## src/rtl/gc_pkg.sv

```systemverilog
// Package: shared constants for the set/clear clock gate controller.
// Assumes byte addressing, with one 32-bit word per register.
package gc_pkg;
    localparam int DATA_W     = 32;
    localparam int OFF_STATUS = 'h0;
    localparam int OFF_SET    = 'h4;
    localparam int OFF_CLEAR  = 'h8;
endpackage

```

## src/rtl/gc_decode.sv

```systemverilog
// Module: gc_decode
// Turns a register-port request into per-bit set and clear vectors and a
// status-read select. Purely combinational. Assumes each register is hit
// only by its exact byte offset; every other address selects nothing.
module gc_decode #(
    parameter int ADDR_W    = 4,
    parameter int NUM_GATES = 32
) (
    input  logic                      wr_valid,
    input  logic [ADDR_W-1:0]         wr_addr,
    input  logic [gc_pkg::DATA_W-1:0] wr_data,
    input  logic                      rd_valid,
    input  logic [ADDR_W-1:0]         rd_addr,
    output logic [NUM_GATES-1:0]      set_vec,
    output logic [NUM_GATES-1:0]      clr_vec,
    output logic                      rd_status
);
    localparam logic [ADDR_W-1:0] A_STATUS = ADDR_W'(gc_pkg::OFF_STATUS);
    localparam logic [ADDR_W-1:0] A_SET    = ADDR_W'(gc_pkg::OFF_SET);
    localparam logic [ADDR_W-1:0] A_CLEAR  = ADDR_W'(gc_pkg::OFF_CLEAR);

    logic hit_set;
    logic hit_clr;

    // Purpose: match the write address against the set and clear offsets.
    always_comb begin
        hit_set = wr_valid && (wr_addr == A_SET);
        hit_clr = wr_valid && (wr_addr == A_CLEAR);
    end

    // Purpose: build the per-bit action vectors from the write data.
    always_comb begin
        set_vec = hit_set ? wr_data[NUM_GATES-1:0] : '0;
        clr_vec = hit_clr ? wr_data[NUM_GATES-1:0] : '0;
    end

    // Purpose: select the status word for a read of offset zero.
    always_comb begin
        rd_status = rd_valid && (rd_addr == A_STATUS);
    end
endmodule

```

## src/rtl/gc_gate_bank.sv

```systemverilog
// Module: gc_gate_bank
// Holds one enable flop per gate. Clear beats set on the same bit.
// Assumes synchronous active-low reset and takes reset values from RESET_VAL.
module gc_gate_bank #(
    parameter int                   NUM_GATES = 32,
    parameter logic [NUM_GATES-1:0] RESET_VAL = '1
) (
    input  logic                 clk,
    input  logic                 rst_n,
    input  logic [NUM_GATES-1:0] set_vec,
    input  logic [NUM_GATES-1:0] clr_vec,
    output logic [NUM_GATES-1:0] gate_q
);
    for (genvar i = 0; i < NUM_GATES; i++) begin : g_bit
        // Purpose: update one gate from its set and clear strobes.
        always_ff @(posedge clk) begin
            if (!rst_n)          gate_q[i] <= RESET_VAL[i];
            else if (clr_vec[i]) gate_q[i] <= 1'b0;
            else if (set_vec[i]) gate_q[i] <= 1'b1;
        end

        AST_CLR_OFF: assert property (@(posedge clk) disable iff (!rst_n)
            clr_vec[i] |=> !gate_q[i]);
        AST_SET_ON: assert property (@(posedge clk) disable iff (!rst_n)
            (set_vec[i] && !clr_vec[i]) |=> gate_q[i]);
        AST_BIT_HOLD: assert property (@(posedge clk) disable iff (!rst_n)
            (!set_vec[i] && !clr_vec[i]) |=> $stable(gate_q[i]));
    end
endmodule

```

## src/rtl/gc_read_port.sv

```systemverilog
// Module: gc_read_port
// Registers the read word. It loads the status or zero on a read and holds otherwise.
// Assumes the caller has already decoded whether the read targets status.
module gc_read_port #(
    parameter int NUM_GATES = 32
) (
    input  logic                      clk,
    input  logic                      rst_n,
    input  logic                      rd_valid,
    input  logic                      rd_status,
    input  logic [NUM_GATES-1:0]      gate_q,
    output logic [gc_pkg::DATA_W-1:0] rd_data
);
    // Purpose: capture the read word. It holds its value when no read is issued.
    always_ff @(posedge clk) begin
        if (!rst_n)         rd_data <= '0;
        else if (rd_valid)  rd_data <= rd_status ? gc_pkg::DATA_W'(gate_q) : '0;
    end

    AST_RD_HOLD: assert property (@(posedge clk) disable iff (!rst_n)
        !rd_valid |=> $stable(rd_data));
    AST_RD_ZERO: assert property (@(posedge clk) disable iff (!rst_n)
        (rd_valid && !rd_status) |=> (rd_data == '0));
    AST_RD_OLD: assert property (@(posedge clk) disable iff (!rst_n)
        rd_status |=> (rd_data == gc_pkg::DATA_W'($past(gate_q))));
endmodule

```

## src/rtl/clkgate_setclr.sv

```systemverilog
// Module: clkgate_setclr
// Bank of clock enables behind a status / write-one-to-set / write-one-to-clear
// register window. Assumes NUM_GATES <= 32 and ADDR_W >= 4.
module clkgate_setclr #(
    parameter int                   ADDR_W    = 4,
    parameter int                   NUM_GATES = 32,
    parameter logic [NUM_GATES-1:0] RESET_VAL = '1
) (
    input  logic                      clk,
    input  logic                      rst_n,
    input  logic                      wr_valid,
    input  logic [ADDR_W-1:0]         wr_addr,
    input  logic [gc_pkg::DATA_W-1:0] wr_data,
    input  logic                      rd_valid,
    input  logic [ADDR_W-1:0]         rd_addr,
    output logic [gc_pkg::DATA_W-1:0] rd_data,
    output logic [NUM_GATES-1:0]      gate_en
);
    logic [NUM_GATES-1:0] set_vec;
    logic [NUM_GATES-1:0] clr_vec;
    logic                 rd_status;

    gc_decode #(.ADDR_W(ADDR_W), .NUM_GATES(NUM_GATES)) u_decode (
        .wr_valid (wr_valid),
        .wr_addr  (wr_addr),
        .wr_data  (wr_data),
        .rd_valid (rd_valid),
        .rd_addr  (rd_addr),
        .set_vec  (set_vec),
        .clr_vec  (clr_vec),
        .rd_status(rd_status)
    );

    gc_gate_bank #(.NUM_GATES(NUM_GATES), .RESET_VAL(RESET_VAL)) u_bank (
        .clk    (clk),
        .rst_n  (rst_n),
        .set_vec(set_vec),
        .clr_vec(clr_vec),
        .gate_q (gate_en)
    );

    gc_read_port #(.NUM_GATES(NUM_GATES)) u_read (
        .clk      (clk),
        .rst_n    (rst_n),
        .rd_valid (rd_valid),
        .rd_status(rd_status),
        .gate_q   (gate_en),
        .rd_data  (rd_data)
    );

    AST_IDLE_HOLD: assert property (@(posedge clk) disable iff (!rst_n)
        !wr_valid |=> $stable(gate_en));
    AST_STATUS_WR_IGNORED: assert property (@(posedge clk) disable iff (!rst_n)
        (wr_valid && wr_addr == ADDR_W'(gc_pkg::OFF_STATUS)) |=> $stable(gate_en));
    AST_SET_BITS: assert property (@(posedge clk) disable iff (!rst_n)
        (wr_valid && wr_addr == ADDR_W'(gc_pkg::OFF_SET))
        |=> ((gate_en & $past(wr_data[NUM_GATES-1:0])) == $past(wr_data[NUM_GATES-1:0])));
    AST_CLR_BITS: assert property (@(posedge clk) disable iff (!rst_n)
        (wr_valid && wr_addr == ADDR_W'(gc_pkg::OFF_CLEAR))
        |=> ((gate_en & $past(wr_data[NUM_GATES-1:0])) == '0));
    AST_RESET_VAL: assert property (@(posedge clk)
        !rst_n |=> (gate_en == RESET_VAL && rd_data == '0));
endmodule

```

## config.mk

```make
export PLATFORM = sky130hd
export DESIGN_NAME = clkgate_setclr
export DESIGN_NICKNAME = d
export VERILOG_FILES = /design/src/rtl/gc_pkg.sv /design/src/rtl/gc_decode.sv /design/src/rtl/gc_gate_bank.sv /design/src/rtl/gc_read_port.sv /design/src/rtl/clkgate_setclr.sv
export SDC_FILE = /design/constraint.sdc
export NUM_CORES = 1
export LEC_CHECK = 0
export BUFFER_PORTS_ARGS = -buffer_cell sky130_fd_sc_hd__buf_2
export CORE_UTILIZATION = 54
export DETAILED_ROUTE_END_ITERATION = 10
export GPL_ROUTABILITY_DRIVEN = 1
export HOLD_SLACK_MARGIN = 0.1
export PLACE_DENSITY_LB_ADDON = 0.05
export SETUP_SLACK_MARGIN = 0.4
export SKIP_LAST_GASP = 1
export SYNTH_ARGS = -nofsm -noshare
export SYNTH_HDL_FRONTEND = slang
export SYNTH_HIERARCHICAL = 1
export SYNTH_SLANG_ARGS = --single-unit
```

## constraint.sdc

```tcl
create_clock -name clk -period 3 [get_ports clk]
set_input_delay 0.3 -clock clk [delete_from_list [all_inputs] [get_ports clk]]
set_output_delay 0.3 -clock clk [all_outputs]
set_load 0.01 [all_outputs]
```

==> impl_metrics.tcl <==
set metrics [dict create \
    areaGrowthSynthToFinish_pct 20.2 \
    ir_worst_vdd_mv 0.263 \
    synth_nets 438 \
    cp.arrival_ps 1800 \
    clock-sinks 64 \
    cts_tree "done" \
    drv_cap 0 \
    synthTopCellsByArea "dfxtp_1, nor4_2, nand2_1" \
    grt_max_degree 97 \
    power_density_mw_per_mm2 469 \
    nets 526 \
    routed_via_density 5.30 \
    synthFlopType "dfxtp_1" \
    drt_iter0_markers 115 \
    vias 2964 \
    antenna_left 0 \
    ff2ff_path_depth 2 \
    hold_buffers 0 \
    status "complete, no violations" \
    wl_mm 7.39 \
    ys_ff_latch 64 \
    dr.pass1.iters 6 \
    critical_path_class "in2reg" \
    cp.required_ps 3230 \
    whs_ps 332 \
    grt_pass1_vias 2582 \
    fin_crit_sh_pct 52.4 \
    ios 108 \
    finalHoldViolations 0 \
    critPathLaunchType "primary input" \
    synthDistinctLibCells 21 \
    drive_gt1_share_pct 33.7 \
    fp.dieW_um 78.7 \
    max_slew_margin_pct 31.0 \
    post-route-drc-count 0 \
    synth.avg_cell_area_um2 8.06 \
    grt_first_pass_wirelength_mm 12.0 \
    finalSetupViolations 0 \
    port_buffers 107 \
    seq_area_frac_synth_pct 40.3 \
    insertion_delay_ps 330 \
    rsz0062_at_grt "false" \
    synthTopCellsByCount "nand2_1, dfxtp_1, o21ai_0" \
    clock_path_buffers 2 \
    start_util_pct 57.0 \
    grt_use_total_pct 24.7 \
    gp_congestion 0.768 \
    wl_per_cell_um 13.2 \
    pre_cts_slack_ps 1170 \
    die_h_um 78.7 \
    antenna_found_initial 0 \
    ctsResizeCount 0 \
    yosysTopAreaCell "dfxtp_1" \
    stdcell_area_mm2 0.00382 \
    die-area_mm2 0.00619 \
    hold_path_class "in2reg" \
    core_area_mm2 0.00557 \
    clock-root-buffer "clkbuf_8" \
    syn_inst 394 \
    end_kind "flop" \
    setup_ws_ps 1430 \
    antennaDiodeCount 0 \
    max_freq_mhz 637 \
    skew_ps 8.55 \
    yosys_warnings 6 \
    worst_pin_slew_ps 1030 \
    tns_ps 0 \
    p_leak_nw 1.68 \
    crit_fanout 31 \
    overflow 0 \
    cts_max_level 3 \
    rows 27 \
    syn_area_mm2 0.00318 \
    worstHoldPathCells 4 \
    cts_buffers 9 \
    dp_hpwl_mm 4.72 \
    netlist.area_leader.share_pct 40.3 \
    synth-edff-count 0 \
    cts_setup_buffers 0 \
    period_needed_ps 1570 \
    yosysMostFrequentCell "nand2_1" \
    dpl_cell_area_mm2 0.00362 \
    clk_pin_slew_worst_paths_ps 70 \
    power_mw 1.79 \
    drv_slew 0 \
    synthArstFlopShare_pct 0 \
]
==> final cells by class <==
type | instances | area (um2)
clock buffers | 11 | 141
clock inverters | 5 | 56.3
fillers | 508 | 1760
inverters | 32 | 120
multi-input cells | 262 | 1550
flip-flops and latches | 64 | 1280
well taps | 72 | 90.1
repair buffers | 113 | 581
==> routing by layer <==
layer / GRT usage, % / up-vias / routed length, um
li1: - / 1503 / -
met4: 10.6 / 0 / 61
met5: 0 / - / 0
met3: 5.93 / 9 / 442
met2: 39.7 / 79 / 3530
met1: 31.3 / 1373 / 3360
==> kinds of logic (layout without fill, tap and decap cells) <==
group / after synthesis / count (layout) / synth area share, %
and+or+nand+nor: 198 / 198 / 38.0
buffers and inverters: 68 / 161 / 11.0
AOI/OAI and AO/OA: 64 / 64 / 10.7
DFF: 64 / 64 / 40.3
==> where the power goes <==
| group | internal [mW] | switching, mW | leakage, nW |
|---|---|---|---|
| Sequential | 0.858 | 0.00614 | 0.518 |
| Clock | 0.405 | 0.331 | 0.0993 |
| Combinational | 0.0632 | 0.125 | 1.06 |
| Total | 1.33 | 0.462 | 1.68 |
==> worst paths after layout <==
kind | startpoint | slack, ps | endpoint
max | wr_addr[1] | 1430 | u_bank/gate_q[12]
min | wr_data[31] | 330 | u_bank/gate_q[31]
max reg2reg | u_bank/gate_q[12] | 2250 | u_bank/gate_q[12]
min reg2reg | u_bank/gate_q[28] | 460 | u_read/rd_data[28]
==> worst max-delay path, stage by stage <==
cell and delay [ps]:
buf_2 90, or2_2 560, buf_4 330, nor4_2 230, nor2_1 70, o21ai_0 220
==> placed cells by master, fill, tap and decap left out <==
master	count
and2_1	1
buf_2	107
buf_4	6
bufinv_16	1
clkbuf_1	1
clkbuf_8	10
clkinv_2	2
clkinv_4	1
clkinvlp_4	1
dfxtp_1	64
inv_1	32
nand2_1	64
nand2_2	2
nand2b_1	1
nand3b_1	32
nor2_1	32
nor3_1	32
nor4_1	5
nor4_2	24
nor4_4	4
o21ai_0	34
o21ai_1	25
o21ai_2	5
or2_2	1
==> registers in the layout (all words and copies together) (netlist names) <==
register / flops
u_read/rd_data: 32
u_bank/gate_q: 32
==> per-stage QoR <==
step / utilization, % / cells
CTS: 68.5 / 559
global placement: 64.9 / 543
finish: 68.5 / 559
global route: 68.5 / 559
detailed placement: 64.9 / 543
floorplan: - / 394
Note: power is estimated with default switching activity, not from simulation.
